### config.mk
export PLATFORM = sky130hd
export DESIGN_NAME = irq_entry_unit
export DESIGN_NICKNAME = d
export VERILOG_FILES = /design/src/rtl/irq_entry_unit.sv
export SDC_FILE = /design/constraint.sdc
export NUM_CORES = 1
export LEC_CHECK = 0
export BUFFER_PORTS_ARGS = -buffer_cell sky130_fd_sc_hd__buf_4
export CAP_MARGIN = 20
export CELL_PAD_IN_SITES_DETAIL_PLACEMENT = 0
export CELL_PAD_IN_SITES_GLOBAL_PLACEMENT = 1
export CORE_UTILIZATION = 37
export DETAILED_ROUTE_END_ITERATION = 16
export PLACE_DENSITY_LB_ADDON = 0.08
export SYNTH_ARGS = -nofsm -noshare
export SYNTH_HDL_FRONTEND = slang
export SYNTH_SLANG_ARGS = --single-unit
### constraint.sdc
create_clock -name clk -period 4.2 [get_ports clk]
set_input_delay 1.26 -clock clk [delete_from_list [all_inputs] [get_ports clk]]
set_output_delay 1.26 -clock clk [all_outputs]
set_load 0.05 [all_outputs]
### src/rtl/irq_entry_unit.sv
module irq_entry_unit #(
  parameter int AW = 32,
  parameter int SW = 32,
  parameter logic [AW-1:0] VECTOR = 'h18,
  parameter int LR_OFS = 4
) (
  input  logic          clk,
  input  logic          rst_n,
  input  logic          irq_i,
  input  logic          retire_i,
  input  logic [AW-1:0] next_pc_i,
  input  logic          is_dataop_i,
  input  logic          sets_flags_i,
  input  logic          dest_pc_i,
  input  logic          stat_we_i,
  input  logic [SW-1:0] stat_wd_i,
  output logic          redirect_o,
  output logic [AW-1:0] redirect_pc_o,
  output logic          flush_o,
  output logic          lr_we_o,
  output logic [AW-1:0] lr_wd_o,
  output logic [SW-1:0] status_o,
  output logic [SW-1:0] saved_o
);
  localparam int MASK_BIT = 7;
  localparam int MODE_W = 5;
  localparam logic [MODE_W-1:0] MODE_IRQ = 5'b10010;
  localparam logic [MODE_W-1:0] MODE_SVC = 5'b10011;
  localparam logic [SW-1:0] RESET_STAT = SW'({1'b1, 2'b00, MODE_SVC});

  logic [SW-1:0] stat_q, saved_q, eff, entered;
  logic [AW-1:0] lr_q;
  logic          pulse_q;

  wire is_return = retire_i & is_dataop_i & sets_flags_i & dest_pc_i;
  wire take = retire_i & irq_i & ~stat_q[MASK_BIT] & ~is_return;

  always_comb begin
    if (is_return)                 eff = saved_q;
    else if (retire_i & stat_we_i) eff = stat_wd_i;
    else                           eff = stat_q;
    entered = eff;
    entered[MASK_BIT] = 1'b1;
    entered[MODE_W-1:0] = MODE_IRQ;
  end

  always_ff @(posedge clk) begin
    if (!rst_n) begin
      stat_q  <= RESET_STAT;
      saved_q <= '0;
      lr_q    <= '0;
      pulse_q <= 1'b0;
    end else begin
      pulse_q <= take;
      if (take) begin
        saved_q <= eff;
        stat_q  <= entered;
        lr_q    <= next_pc_i + AW'(LR_OFS);
      end else if (retire_i) begin
        stat_q  <= eff;
      end
    end
  end

  assign redirect_o    = pulse_q;
  assign flush_o       = pulse_q;
  assign lr_we_o       = pulse_q;
  assign redirect_pc_o = VECTOR;
  assign lr_wd_o       = lr_q;
  assign status_o      = stat_q;
  assign saved_o       = saved_q;
endmodule

==> flow_metrics.env <==
export IMPL_run_status="complete, no violations"
export IMPL_cts_tree="built"
export IMPL_layout_min_cycle_time_ps=2780
export IMPL_synth_edff_count=0
export IMPL_yosys_area_share_simple=0.145
export IMPL_cts_root_buf="clkbuf_16"
export IMPL_synthArstFlopShare=0
export IMPL_hp_class="reg -> reg"
export IMPL_synth_distinct_cells=31
export IMPL_cp_num_buf_inv=1
export IMPL_vias_per_cell=4.96
export IMPL_grt_pass1_vias=3534
export IMPL_synth_xor_area_frac=0.0544
export IMPL_post_cts_buffers=0
export IMPL_synth_fa_ha_area_frac=0.00277
export IMPL_grt_use_met1=0.228
export IMPL_grt_pass1_wl_um=17800
export IMPL_slew_headroom=0.379
export IMPL_p_leak_nw=3.44
export IMPL_cp_cell_sequence="buf_4 -> ha_1 -> nand3_1 -> or4_1 -> nor4_1 -> xnor2_1 -> a21oi_1"
export IMPL_grt_most_used_layer="met2"
export IMPL_grtUsageTotal=0.176
export IMPL_dieArea_um2=12600
export IMPL_ir_drop_v=0.000213
export IMPL_cts_buffer_depth=2
export IMPL_cp_data_arrival_time_ps=3000
export IMPL_syn_area_um2=4510
export IMPL_core_area_um2=11700
export IMPL_report_final_hold_viol_count=0
export IMPL_antenna_found_initial=0
export IMPL_wirelength_um=11100
export IMPL_synth_top_family_by_area="compound AO/OA/AOI/OAI gates"
export IMPL_drv_slew=0
export IMPL_powerDensity_nw_per_um2=375
export IMPL_cp_start_kind="input pin"
export IMPL_yosysWarnings=0
export IMPL_overflow=0
export IMPL_ys_flop_type="dfxtp_1"
export IMPL_setup_viol=0
export IMPL_rsz0062_at_grt="no"
export IMPL_grtUsageMet2=0.275
export IMPL_worstPathRequired_ps=4420
export IMPL_fillerInstances=1124
export IMPL_cpPeakStageDelay_ps=670
export IMPL_final_cells=786
export IMPL_drive_gt1_frac=0.299
export IMPL_avgSynthCellArea_um2=9.13
export IMPL_drc=0
export IMPL_path_class="in -> reg"
export IMPL_crit_path_top_delay_cell="or4_1"
export IMPL_placedInstanceArea_um2=5740
export IMPL_synth_top_area_frac=0.431
export IMPL_cts_buffers=9
export IMPL_timing_final_crit_share=0.661
export IMPL_synth_compound_area_frac=0.208
export IMPL_tightest_slew_ps=931
export IMPL_syn2layout_area_growth_pct=33.8
export IMPL_synth_mux_area_fraction=0.0688
export IMPL_htree_levels=3
export IMPL_first_pass_iters=4
export IMPL_cts_repair_resized=0
export IMPL_clkLatencyLatePin_ps=340
export IMPL_postRouteAntennaNets=0
export IMPL_row_count=39
export IMPL_cts_hold_buf=0
export IMPL_wl_per_cell_um=14.2
export IMPL_yosysSeqAreaShare=0.431
export IMPL_fin_ws_ps=1420
export IMPL_start_util=0.387
export IMPL_fmax_mhz=360
export IMPL_die_h_um=112
export IMPL_design_area_um2=6030
export IMPL_antennaDiodeCount=0
export IMPL_gp_congestion=0.874
export IMPL_fin_skew_ps=2.82
export IMPL_syn_inst=494
export IMPL_dp_cells=771
export IMPL_grt_util_met3=0.0659
export IMPL_portBuffers=170
export IMPL_finalPower_w=0.00227
export IMPL_die_width_um=112
export IMPL_cp_end_kind="flop"
export IMPL_post_synth_top_area_cell="dfxtp_1"
export IMPL_dpl_hpwl_um=7670
export IMPL_ys_ff_latch=97
export IMPL_grt_max_degree=97
export IMPL_path_delay_family="simple AND/OR/NAND/NOR gates"
export IMPL_pre_cts_slack_ps=1080
export IMPL_via_count=3900
export IMPL_drt_iter0_drc=166
export IMPL_tns_ps=0
export IMPL_ios=203
export IMPL_cts_sinks=97
export IMPL_path_clk_slew_ps=60
export IMPL_cp_max_fo=7
export IMPL_synth_area_leaders="dfxtp_1 43%, o211a_1 14%, nand2_1 7.2%"
export IMPL_final_nets=712
export IMPL_drv_cap=0
-- kinds of logic (layout without fill, tap and decap cells) --
kind of cell | Yosys count | in the layout
xor+xnor | 28 | 28
other cells | 2 | 32
buf+inv | 73 | 192
mux | 31 | 31
simple gates | 142 | 142
fa+ha+maj | 1 | 1
flops | 97 | 97
compound gates | 120 | 120
-- per-stage QoR --
| step | utilization | hold WS [ps] |
|---|---|---|
| 6_report | 0.517 | 472 |
| 5_1_grt | 0.517 | 509 |
| 4_1_cts | 0.517 | 479 |
| 3_5_place_dp | 0.492 | 470 |
| 3_3_place_gp | 0.492 | 461 |
| 2_1_floorplan | - | 684 |
-- sequential cells by signal, summed over array words and instances (netlist names) --
signal,flops
flush_o,1
lr_wd_o,32
saved_o,32
status_o,32
-- metal layers --
metal	vias up	part of all wire	wire, um
met2	148	0.45	5040
met3	13	0.075	832
met4	0	0.014	157
li1	1969	-	-
met1	1770	0.46	5100
met5	-	0	0
-- final cells by class --
| cell class | instances | area, um^2 | area share |
|---|---|---|---|
| multi-input combinational | 354 | 2280 | 0.379 |
| clock inverter | 2 | 37.5 | 0.00622 |
| sequential | 97 | 1940 | 0.322 |
| inverter | 3 | 11.3 | 0.00187 |
| timing repair buffer | 174 | 1320 | 0.219 |
| clock buffer | 13 | 260 | 0.0431 |
| tap | 143 | 179 | 0.0297 |
-- worst min-delay path, cell delays in order (launching register included) --
cell and delay (ps):
dfxtp_1 310, nand2_1 50, a21boi_0 60
-- cells in the mapped netlist (all sizes together), types with 3 or more instances --
| master | count |
|---|---|
| xor2 | 5 |
| a21boi | 4 |
| nor4 | 7 |
| buf | 42 |
| nand4 | 8 |
| nor3 | 9 |
| nand3 | 15 |
| o211a | 64 |
| dfxtp | 97 |
| and3 | 4 |
| clkbuf | 28 |
| nor2 | 5 |
| xnor2 | 23 |
| o21ai | 27 |
| inv | 3 |
| and4 | 4 |
| mux2i | 31 |
| a21oi | 22 |
| nand2 | 86 |
-- worst paths after layout --
path / startpoint / to / slack (ps) / cells after the start
setup / recovery: next_pc_i[2] / lr_wd_o[28]$_SDFFE_PN0P_ / 1420 / 7
hold / removal: lr_wd_o[0]$_SDFFE_PN0P_ / lr_wd_o[0]$_SDFFE_PN0P_ / 470 / 2
setup reg to reg: status_o[7]$_SDFFE_PP1P_ / lr_wd_o[30]$_SDFFE_PN0P_ / 2480 / 4
hold reg to reg: lr_wd_o[0]$_SDFFE_PN0P_ / lr_wd_o[0]$_SDFFE_PN0P_ / 470 / 2
-- report_power, final --
part	switching, W	internal [W]
sequential	0.0000215	0.000957
combinational	0.000308	0.000150
clock	0.000337	0.000492
-- cells in the final DEF (no fill, tap or decap), drive strengths merged, types with 7 or more instances in the layout --
cell	instances
a21oi	22
buf	174
clkbuf	13
conb	32
dfxtp	97
mux2i	31
nand2	86
nand3	15
nand4	8
nor3	9
nor4	7
o211a	64
o21ai	27
xnor2	23
(Power assumes the default switching activity.)
